[config.mk]
export PLATFORM = sky130hd
export DESIGN_NAME = scsi_init_seq
export DESIGN_NICKNAME = d
export VERILOG_FILES = /design/src/rtl/scsi_seq_pkg.sv /design/src/rtl/scsi_sync.sv /design/src/rtl/scsi_ptr_table.sv /design/src/rtl/scsi_init_seq.sv
export SDC_FILE = /design/constraint.sdc
export NUM_CORES = 1
export LEC_CHECK = 0
export ABC_AREA = 1
export ABC_CLOCK_PERIOD_IN_PS = 2000
export BUFFER_PORTS_ARGS = -buffer_cell sky130_fd_sc_hd__buf_2
export CAP_MARGIN = 5
export CORE_ASPECT_RATIO = 0.8
export CORE_MARGIN = 1.5
export CORE_UTILIZATION = 50
export CTS_BUF_LIST = sky130_fd_sc_hd__clkbuf_4
export DETAILED_ROUTE_END_ITERATION = 8
export PLACE_DENSITY = 0.79
export RECOVER_POWER = 25
export SLEW_MARGIN = 30
export SYNTH_ARGS = -nofsm -noshare
export SYNTH_HDL_FRONTEND = slang
export SYNTH_SLANG_ARGS = --single-unit
[constraint.sdc]
create_clock -name clk -period 2 [get_ports clk]
set_clock_uncertainty 0.05 [all_clocks]
set_input_delay 0.3 -clock clk [delete_from_list [all_inputs] [get_ports clk]]
set_output_delay 0.3 -clock clk [all_outputs]
set_load 0.005 [all_outputs]
[src/rtl/scsi_seq_pkg.sv]
package scsi_seq_pkg;
    localparam logic [2:0] PH_CMD   = 3'd2;
    localparam logic [2:0] PH_MSGIN = 3'd7;

    typedef enum logic [2:0] {
        RC_PENDING = 3'd0,
        RC_OK      = 3'd1,
        RC_DROP    = 3'd2,
        RC_BUSRST  = 3'd3,
        RC_NOPTR   = 3'd4,
        RC_TIMEOUT = 3'd5
    } rcode_t;

    typedef enum logic [3:0] {
        S_IDLE, S_BUSRST, S_FREE_A, S_FREE_B, S_SELECT,
        S_AWAIT_REQ, S_XFER, S_ACK, S_DONE
    } seq_t;
endpackage

[src/rtl/scsi_sync.sv]
module scsi_sync #(
    parameter int W = 8
) (
    input  logic         clk,
    input  logic         rst_n,
    input  logic [W-1:0] d,
    output logic [W-1:0] q
);
    logic [W-1:0] meta;

    always_ff @(posedge clk or negedge rst_n) begin
        if (!rst_n) begin
            meta <= '0;
            q    <= '0;
        end else begin
            meta <= d;
            q    <= meta;
        end
    end
endmodule

[src/rtl/scsi_ptr_table.sv]
module scsi_ptr_table #(
    parameter int AW    = 8,
    parameter int NSLOT = 8,
    localparam int IW   = $clog2(NSLOT)
) (
    input  logic                clk,
    input  logic                rst_n,
    input  logic                load,
    input  logic [AW*NSLOT-1:0] load_val,
    input  logic                wr_en,
    input  logic [IW-1:0]       wr_idx,
    input  logic [AW-1:0]       wr_val,
    input  logic [IW-1:0]       rd_idx,
    output logic [AW-1:0]       rd_val,
    output logic [AW*NSLOT-1:0] all
);
    logic [AW-1:0] slot [NSLOT];

    for (genvar k = 0; k < NSLOT; k++) begin : g_slot
        always_ff @(posedge clk or negedge rst_n) begin
            if (!rst_n)
                slot[k] <= '0;
            else if (load)
                slot[k] <= load_val[k*AW +: AW];
            else if (wr_en && wr_idx == IW'(k))
                slot[k] <= wr_val;
        end
        assign all[k*AW +: AW] = slot[k];
    end

    assign rd_val = slot[rd_idx];

    p_load_r7: assert property (@(posedge clk) disable iff (!rst_n)
        load |=> all == $past(load_val));
endmodule

[src/rtl/scsi_init_seq.sv]
module scsi_init_seq
    import scsi_seq_pkg::*;
#(
    parameter int AW         = 8,
    parameter int FREE_TRIES = 4,
    parameter int FREE_GAP   = 4,
    parameter int RST_CYC    = 6,
    parameter int SEL_LIMIT  = 24,
    parameter int REQ_LIMIT  = 24,
    parameter int XFER_LIMIT = 300
) (
    input  logic              clk,
    input  logic              rst_n,
    input  logic              start,
    input  logic [7:0]        start_id,
    input  logic [8*AW-1:0]   start_ptrs,
    output logic [AW-1:0]     mem_addr,
    output logic              mem_wr,
    output logic [7:0]        mem_wdata,
    input  logic [7:0]        mem_rdata,
    input  logic [7:0]        db_i,
    output logic [7:0]        db_o,
    output logic              db_oe,
    input  logic              bsy_i,
    input  logic              sel_i,
    input  logic              req_i,
    input  logic              cd_i,
    input  logic              io_i,
    input  logic              msg_i,
    input  logic              rst_i,
    output logic              sel_o,
    output logic              ack_o,
    output logic              rst_o,
    output logic              done,
    output logic [2:0]        result,
    output logic [8*AW-1:0]   final_ptrs
);
    localparam int NSLOT = 8;
    localparam int TA    = (SEL_LIMIT > REQ_LIMIT) ? SEL_LIMIT : REQ_LIMIT;
    localparam int TB    = (RST_CYC > FREE_GAP) ? RST_CYC : FREE_GAP;
    localparam int TMAX  = (TA > TB) ? TA : TB;
    localparam int TW    = $clog2(TMAX + 2);
    localparam int WW    = $clog2(XFER_LIMIT + 2);
    localparam int FTW   = $clog2(FREE_TRIES + 1);

    // synchronized bus inputs
    logic [7:0] db_s;
    logic       rst_s, bsy_s, sel_s, req_s, msg_s, cd_s, io_s;
    logic [2:0] phase_s;

    scsi_sync #(.W(15)) u_sync (
        .clk   (clk),
        .rst_n (rst_n),
        .d     ({rst_i, bsy_i, sel_i, req_i, msg_i, cd_i, io_i, db_i}),
        .q     ({rst_s, bsy_s, sel_s, req_s, msg_s, cd_s, io_s, db_s})
    );
    assign phase_s = {msg_s, cd_s, io_s};

    seq_t          st, st_nx;
    rcode_t        res_q, fin;
    logic [TW-1:0] tmr, lim_m1;
    logic [WW-1:0] wdog;
    logic [FTW-1:0] tries;
    logic          need_rst, rst_end, msg_got;
    logic [2:0]    cur_phase;
    logic [AW-1:0] cur_ptr, new_ptr;
    logic [7:0]    db_q, id_q;
    logic          tmr_hit, wd_exp, free_now, last_try, first_ok;
    logic          byte_go, ph_sw, tab_wr;

    scsi_ptr_table #(.AW(AW), .NSLOT(NSLOT)) u_tab (
        .clk      (clk),
        .rst_n    (rst_n),
        .load     (st == S_IDLE && start),
        .load_val (start_ptrs),
        .wr_en    (tab_wr),
        .wr_idx   (cur_phase),
        .wr_val   (cur_ptr),
        .rd_idx   (phase_s),
        .rd_val   (new_ptr),
        .all      (final_ptrs)
    );

    always_comb begin
        unique case (st)
            S_BUSRST:    lim_m1 = TW'(RST_CYC - 1);
            S_FREE_B:    lim_m1 = TW'(FREE_GAP - 1);
            S_SELECT:    lim_m1 = TW'(SEL_LIMIT - 1);
            S_AWAIT_REQ: lim_m1 = TW'(REQ_LIMIT - 1);
            default:     lim_m1 = '1;
        endcase
    end

    assign tmr_hit  = (tmr == lim_m1);
    assign wd_exp   = (wdog >= WW'(XFER_LIMIT));
    assign free_now = !bsy_s && !sel_s;
    assign last_try = (tries == FTW'(FREE_TRIES - 1));
    assign first_ok = (phase_s == PH_CMD) && (new_ptr != '0);

    // outcome of the connected phase, in priority order
    always_comb begin
        fin = RC_PENDING;
        if (st == S_XFER) begin
            if (wd_exp)                                          fin = RC_TIMEOUT;
            else if (!bsy_s)                                     fin = msg_got ? RC_OK : RC_DROP;
            else if (rst_s)                                      fin = RC_BUSRST;
            else if (req_s && phase_s != cur_phase && new_ptr == '0) fin = RC_NOPTR;
        end else if (st == S_ACK && wd_exp) begin
            fin = RC_TIMEOUT;
        end
    end

    assign byte_go = (st == S_XFER) && (fin == RC_PENDING) && req_s && (phase_s == cur_phase);
    assign ph_sw   = (st == S_XFER) && (fin == RC_PENDING) && req_s && (phase_s != cur_phase);
    assign tab_wr  = ph_sw || (fin != RC_PENDING);

    always_comb begin
        st_nx = st;
        unique case (st)
            S_IDLE:      if (start) st_nx = need_rst ? S_BUSRST : S_FREE_A;
            S_BUSRST:    if (tmr_hit) st_nx = rst_end ? S_DONE : S_FREE_A;
            S_FREE_A:    if (free_now) st_nx = S_FREE_B;
                         else if (last_try) st_nx = S_DONE;
            S_FREE_B:    if (tmr_hit) begin
                             if (free_now)      st_nx = S_SELECT;
                             else if (last_try) st_nx = S_DONE;
                             else               st_nx = S_FREE_A;
                         end
            S_SELECT:    if (bsy_s) st_nx = S_AWAIT_REQ;
                         else if (tmr_hit) st_nx = S_BUSRST;
            S_AWAIT_REQ: if (req_s) st_nx = first_ok ? S_XFER : S_BUSRST;
                         else if (tmr_hit) st_nx = S_BUSRST;
            S_XFER:      if (fin == RC_OK) st_nx = S_DONE;
                         else if (fin != RC_PENDING) st_nx = S_BUSRST;
                         else if (byte_go) st_nx = S_ACK;
            S_ACK:       if (fin != RC_PENDING) st_nx = S_BUSRST;
                         else if (!req_s) st_nx = S_XFER;
            S_DONE:      st_nx = S_IDLE;
            default:     st_nx = S_IDLE;
        endcase
    end

    always_ff @(posedge clk or negedge rst_n) begin
        if (!rst_n) st <= S_IDLE;
        else        st <= st_nx;
    end

    always_ff @(posedge clk or negedge rst_n) begin
        if (!rst_n) begin
            tmr       <= '0;
            wdog      <= '0;
            tries     <= '0;
            need_rst  <= 1'b0;
            rst_end   <= 1'b0;
            msg_got   <= 1'b0;
            res_q     <= RC_PENDING;
            cur_phase <= '0;
            cur_ptr   <= '0;
            db_q      <= '0;
            id_q      <= '0;
        end else begin
            tmr <= (st_nx != st) ? '0 : tmr + 1'b1;

            if (st == S_AWAIT_REQ)                         wdog <= '0;
            else if ((st == S_XFER || st == S_ACK) && !wd_exp) wdog <= wdog + 1'b1;

            if (st_nx == S_BUSRST && st != S_BUSRST) rst_end <= (st != S_IDLE);
            if (st == S_BUSRST) need_rst <= 1'b0;

            if (st == S_IDLE && start) begin
                tries   <= '0;
                msg_got <= 1'b0;
                res_q   <= RC_PENDING;
                id_q    <= start_id;
            end else if ((st == S_FREE_A || st == S_FREE_B) && st_nx == S_DONE) begin
                res_q    <= RC_TIMEOUT;
                need_rst <= 1'b1;
            end else if ((st == S_FREE_A && !free_now) || (st == S_FREE_B && tmr_hit && !free_now)) begin
                tries <= tries + 1'b1;
            end else if (st == S_SELECT && st_nx == S_BUSRST) begin
                res_q <= RC_TIMEOUT;
            end else if (st == S_AWAIT_REQ && st_nx == S_BUSRST) begin
                res_q <= req_s ? RC_NOPTR : RC_TIMEOUT;
            end else if (fin != RC_PENDING) begin
                res_q <= fin;
            end

            if (st == S_AWAIT_REQ && st_nx == S_XFER) begin
                cur_phase <= PH_CMD;
                cur_ptr   <= new_ptr;
            end else if (ph_sw) begin
                cur_phase <= phase_s;
                cur_ptr   <= new_ptr;
            end else if (byte_go) begin
                cur_ptr <= cur_ptr + 1'b1;
                if (!cur_phase[0]) db_q <= mem_rdata;
                if (cur_phase == PH_MSGIN) msg_got <= 1'b1;
            end
        end
    end

    always_comb begin
        rst_o     = (st == S_BUSRST);
        sel_o     = (st == S_SELECT);
        ack_o     = (st == S_ACK);
        db_oe     = (st == S_SELECT) || (st == S_ACK && !cur_phase[0]);
        db_o      = (st == S_SELECT) ? id_q : db_q;
        done      = (st == S_DONE);
        result    = res_q;
        mem_addr  = cur_ptr;
        mem_wr    = byte_go && cur_phase[0];
        mem_wdata = db_s;
    end

    p_ack_after_req_r6: assert property (@(posedge clk) disable iff (!rst_n)
        $rose(ack_o) |-> $past(req_s));
    p_ptr_step_r6: assert property (@(posedge clk) disable iff (!rst_n)
        mem_wr |=> mem_addr == $past(mem_addr) + 1'b1);
    p_wr_dir_r5: assert property (@(posedge clk) disable iff (!rst_n)
        mem_wr |-> phase_s[0]);
    p_done_pulse_r12: assert property (@(posedge clk) disable iff (!rst_n)
        done |=> !done);
    p_done_code_r12: assert property (@(posedge clk) disable iff (!rst_n)
        done |-> result != 3'd0);
    p_ok_msg_r9: assert property (@(posedge clk) disable iff (!rst_n)
        (done && result == 3'd1) |-> msg_got);
    p_rst_quiet_r12: assert property (@(posedge clk) disable iff (!rst_n)
        rst_o |-> !db_oe && !sel_o && !ack_o);
endmodule

==> results.json, run 1 <==
{
  "netlist.top_cell.by_area": "dfrtp_1",
  "synth_top_cells_by_area": "dfrtp_1, nand2_1, nor2_1",
  "synthMostInstantiatedCell": "nand2_1",
  "clock-sinks": 148,
  "ys.warnings.count": 0,
  "lastStage": "global routing",
  "grt.overflow.total": 61,
  "place_inst": 1436,
  "post_dp_cell_area_um2": 9900,
  "cts_root_buf": "clkbuf_4",
  "synth_nets": 1029,
  "worst-ep-kind": "output port",
  "synth_xor_xnor_area_share_pct": 1.53,
  "fp.dieH_um": 112,
  "cts_buffers": 17,
  "seq_area_frac_synth_pct": 49.8,
  "rows": 39,
  "antenna_found_initial": 5,
  "grt_repair_worst_endpoint": "mem_wr",
  "grt_max_degree": 56,
  "clk_path_buf_depth": 2,
  "io_pins": 195,
  "ys_seq_elements": 148,
  "synthArstFlopShare_pct": 100,
  "synthAdderAreaFrac_pct": 1.01,
  "synth_common_cells": "nand2_1, dfrtp_1, nor2_1",
  "firstError": "[ERROR GRT-0232] Routing congestion too high. Check the congestion heatmap in the GUI.",
  "portBuffers": 194,
  "routabilityCongestion": 0.956,
  "syn-instance-count": 925,
  "synth_area_um2": 7430,
  "start_util_pct": 51.6,
  "avgSynthCellArea_um2": 8.03,
  "grt_usage_pct": 81.5,
  "cts_htree_levels": 4,
  "yosys-mux-area-fraction_pct": 1.21,
  "ys_types": 42,
  "synthSimpleGateAreaFrac_pct": 30.5,
  "synth-compound-area-share_pct": 9.43,
  "synth-edff-count": 0,
  "die_width_um": 139,
  "dp_hpwl_um": 17700,
  "synthFlopType": "dfrtp_1",
  "synth_top_family_by_area": "simple AND/OR/NAND/NOR gates",
  "status": "stopped before the end",
  "yosysTopAreaCellShare_pct": 49.8
}
## logic make-up after synthesis
family,after synthesis
compound gates,115
buf+inv,115
fa+ha+maj,6
flops,148
xor+xnor,13
mux,8
simple gates,520
## metal layers
metal	GRT usage (%)	GRT overflow
met3	69.7	2
met5	24.5	0
met4	85.6	34
met1	82.1	0
met2	94.2	25
## metrics by stage
step           setup slack, ns  util [%]  TNS (ns)
2_1_floorplan           -0.231         -    -12.90
3_3_place_gp            -0.501      68.8    -41.27
3_5_place_dp            -0.609      68.8    -49.66
4_1_cts                 -0.739      84.0    -50.62
## repair_timing
item                       CTS
pin swaps                   25
hold buffers                94
hold endpoints to repair   241
cloned                       7
resized for setup          161
buffers inserted            26
setup endpoints to repair  121
==> run 2, diff against run 1 <==
--- a/config.mk
+++ b/config.mk
@@ -6,15 +6,13 @@
 export NUM_CORES = 1
 export LEC_CHECK = 0
 export ABC_AREA = 1
-export ABC_CLOCK_PERIOD_IN_PS = 2000
+export ABC_CLOCK_PERIOD_IN_PS = 2600
 export BUFFER_PORTS_ARGS = -buffer_cell sky130_fd_sc_hd__buf_2
 export CAP_MARGIN = 5
-export CORE_ASPECT_RATIO = 0.8
 export CORE_MARGIN = 1.5
-export CORE_UTILIZATION = 50
-export CTS_BUF_LIST = sky130_fd_sc_hd__clkbuf_4
+export CORE_UTILIZATION = 40
 export DETAILED_ROUTE_END_ITERATION = 8
-export PLACE_DENSITY = 0.79
+export PLACE_DENSITY_LB_ADDON = 0.15
 export RECOVER_POWER = 25
 export SLEW_MARGIN = 30
 export SYNTH_ARGS = -nofsm -noshare
==> constraint.sdc (replaced) <==
create_clock -name clk -period 2.6 [get_ports clk]
set_clock_uncertainty 0.05 [all_clocks]
set_input_delay 0.39 -clock clk [delete_from_list [all_inputs] [get_ports clk]]
set_output_delay 0.39 -clock clk [all_outputs]
set_load 0.005 [all_outputs]
==> results.json, run 2 <==
{
  "core_area_um2": 18100,
  "rows": 49,
  "synthMostInstantiatedCell": "nand2_1",
  "status": "finished, violations left",
  "drive_gt1_share_pct": 33.3,
  "p_int_mw": 6.21,
  "worst_slew_pin_slew_ns": 1.25,
  "p_per_area_nw_per_um2": 1050,
  "cts_root_buf": "clkbuf_16",
  "fmax_mhz": 363,
  "antenna_found_initial": 0,
  "timing.final.crit_share_pct": 106,
  "p_switching_mw": 4.57,
  "synthSimpleGateAreaFrac_pct": 30.5,
  "grt_pass1_wl_um": 36700,
  "synth_xor_xnor_area_share_pct": 1.53,
  "cts_htree_levels": 4,
  "die_area_um2": 19400,
  "cp.required_ns": 2.16,
  "top_usage_layer": "met2",
  "path_class": "flip-flop to primary output",
  "fill_cells": 1654,
  "vias": 7437,
  "peakVddDrop_mv": 0.538,
  "post_dp_cell_area_um2": 8870,
  "drtIter0Drc": 728,
  "synth_top_cells_by_area": "dfrtp_1, nand2_1, nor2_1",
  "timing.hold.ws_ns": 0.0165,
  "avgSynthCellArea_um2": 8.03,
  "cp-endpoint": "mem_wr",
  "fin_nets": 1275,
  "seqPwrFrac_pct": 35.5,
  "clock-sinks": 148,
  "syn-instance-count": 925,
  "seq_area_frac_synth_pct": 49.8,
  "start_util_pct": 41.1,
  "synth-compound-area-share_pct": 9.43,
  "portBuffers": 194,
  "drt-pass1-iter-count": 7,
  "crit-reg2reg-launch": "u_sync.q[8]",
  "antenna_cells": 0,
  "p_leak_nw": 5.11,
  "fin_util_pct": 56.7,
  "drv_slew": 0,
  "clkTransAtPathRegs_ns": 0.07,
  "clkPwrFrac_pct": 23.1,
  "routabilityCongestion": 0.907,
  "totalPowerFinal_mw": 10.8,
  "clock_latency_ns": 0.43,
  "synth_nets": 1029,
  "drv_cap": 0,
  "mostFrequentLayoutCell": "nand2_1",
  "synth_top_family_by_area": "simple AND/OR/NAND/NOR gates",
  "worst_setup_path_start_kind": "flip-flop",
  "synth_area_um2": 7430,
  "ys_seq_elements": 148,
  "period_minus_slack_ns": 2.75,
  "synth_common_cells": "nand2_1, dfrtp_1, nor2_1",
  "yosys-mux-area-fraction_pct": 1.21,
  "grt_max_degree": 55,
  "r2r_cells": 17,
  "synthFlopType": "dfrtp_1",
  "startpoint": "u_sync.q[8]",
  "avgRoutedWirePerCell_um": 17.5,
  "synthAdderAreaFrac_pct": 1.01,
  "tritoncts": "built",
  "hp-class": "primary input to flip-flop",
  "worstPathMaxFanout": 8,
  "cts_buffers": 17,
  "grt_util_met3_pct": 4.78,
  "met1_usage_pct": 34.5,
  "relSlewSlack_pct": 16.6,
  "drc_errors": 7,
  "ys_types": 42,
  "crit_arrival_ns": 2.31,
  "r2r_slack_ns": -0.08,
  "die_width_um": 139,
  "setup_ws_ns": -0.153,
  "fin_area_um2": 10300,
  "clk_path_buf_depth": 2,
  "rsz0062_at_grt": "true",
  "synth-edff-count": 0,
  "use_met2_pct": 37.4,
  "r2r-end": "u_tab.all[4]",
  "cp-end-kind": "primary output",
  "grt_usage_pct": 24.2,
  "violations": "design-rule violations, negative setup slack",
  "synthArstFlopShare_pct": 100,
  "grt.overflow.total": 0,
  "wl_um": 24700,
  "finalHoldViolCount": 0,
  "final_cell_mix": "nand2_1, buf_2, dfrtp_1",
  "pre_cts_slack_ns": 0.0197,
  "netlist.top_cell.by_area": "dfrtp_1",
  "area_delta_synth_final_pct": 37.9,
  "ys.warnings.count": 0,
  "swShare_pct": 42.4,
  "p_comb_share_pct": 41.4,
  "grt_pass1_vias": 6849,
  "io_pins": 195,
  "dp_hpwl_um": 17000,
  "fp.dieH_um": 139,
  "antenna_left": 0,
  "setup_viol": 42,
  "yosysTopAreaCellShare_pct": 49.8,
  "largest_reg_flops": 64,
  "viasPerCell": 5.26
}
run 2: cell counts after synthesis:
Identical to the previous run, type by type.
run 2: kinds of logic after synthesis:
group	count (synthesis)
buf+inv	115
compound gates	115
xor+xnor	13
simple gates	520
fa+ha+maj	6
flops	148
mux	8
run 2: timing repair:
action	4_1_cts	5_1_grt
cloned	0	11
gates resized for setup	4	105
setup endpoints to repair	6	82
hold buffers	12	0
endpoints found under the hold margin	55	0
pin swaps	0	16
buffers inserted	1	8
run 2: routing by layer:
metal | vias to the layer above | routed length, um
li1 | 3523 | -
met1 | 3522 | 10800
met2 | 348 | 11400
met3 | 44 | 1950
met4 | 0 | 472
met5 | - | 0
run 2: power by group through the flow:
stage | combinational (mW) | sequential [mW] | clock (mW)
after floorplan | 2.30 | 3.63 | 0
after global placement | 3.77 | 3.79 | 0
after detailed placement | 3.84 | 3.78 | 0
after CTS | 3.89 | 3.74 | 2.53
after global routing | 4.93 | 3.93 | 2.62
final | 4.46 | 3.83 | 2.49
run 2: worst max-delay path, stage by stage, from the launching register on:
cell and delay (ns):
dfrtp_2 0.50, clkinv_4 0.14, clkbuf_16 0.19, nand2_1 0.07, nand3_2 0.10, nand3_2 0.09, nand2_1 0.08, nand2_2 0.09
nor2_4 0.05, nand3_2 0.08, nand4_4 0.11, nor3_4 0.23, buf_2 0.15
run 2: layout make-up:
cell class | instances | area, um^2 | share of cell area, %
Inverter | 79 | 302 | 2.94
Tap cell | 229 | 287 | 2.80
Sequential cell | 148 | 3710 | 36.2
Clock buffer | 17 | 425 | 4.15
Clock inverter | 15 | 174 | 1.70
Timing Repair Buffer | 257 | 1640 | 16.0
Multi-Input combinational cell | 668 | 3710 | 36.2
run 2: through the flow:
step | TNS, ns | std cells
after floorplan | 0 | 925
after global placement | 0 | 1349
after detailed placement | 0 | 1349
after CTS | -0.0461 | 1394
after global routing | -12.09 | 1413
final | -0.931 | 1413
run 2: worst min path at each step:
stage	startpoint	slack (ns)	end	cells after the start
floorplan	rst_n	0.04	cur_phase[0]	0
finish	rst_i	0.02	u_sync.meta[14]	1
CTS	msg_i	0.002	u_sync.meta[10]	1
global placement	u_sync.meta[2]	0.28	u_sync.q[2]	0
global route	db_i[7]	0.002	u_sync.meta[7]	1
detailed placement	u_sync.meta[9]	0.29	u_sync.q[9]	0
No activity file was read; power rests on OpenSTA's default activity.
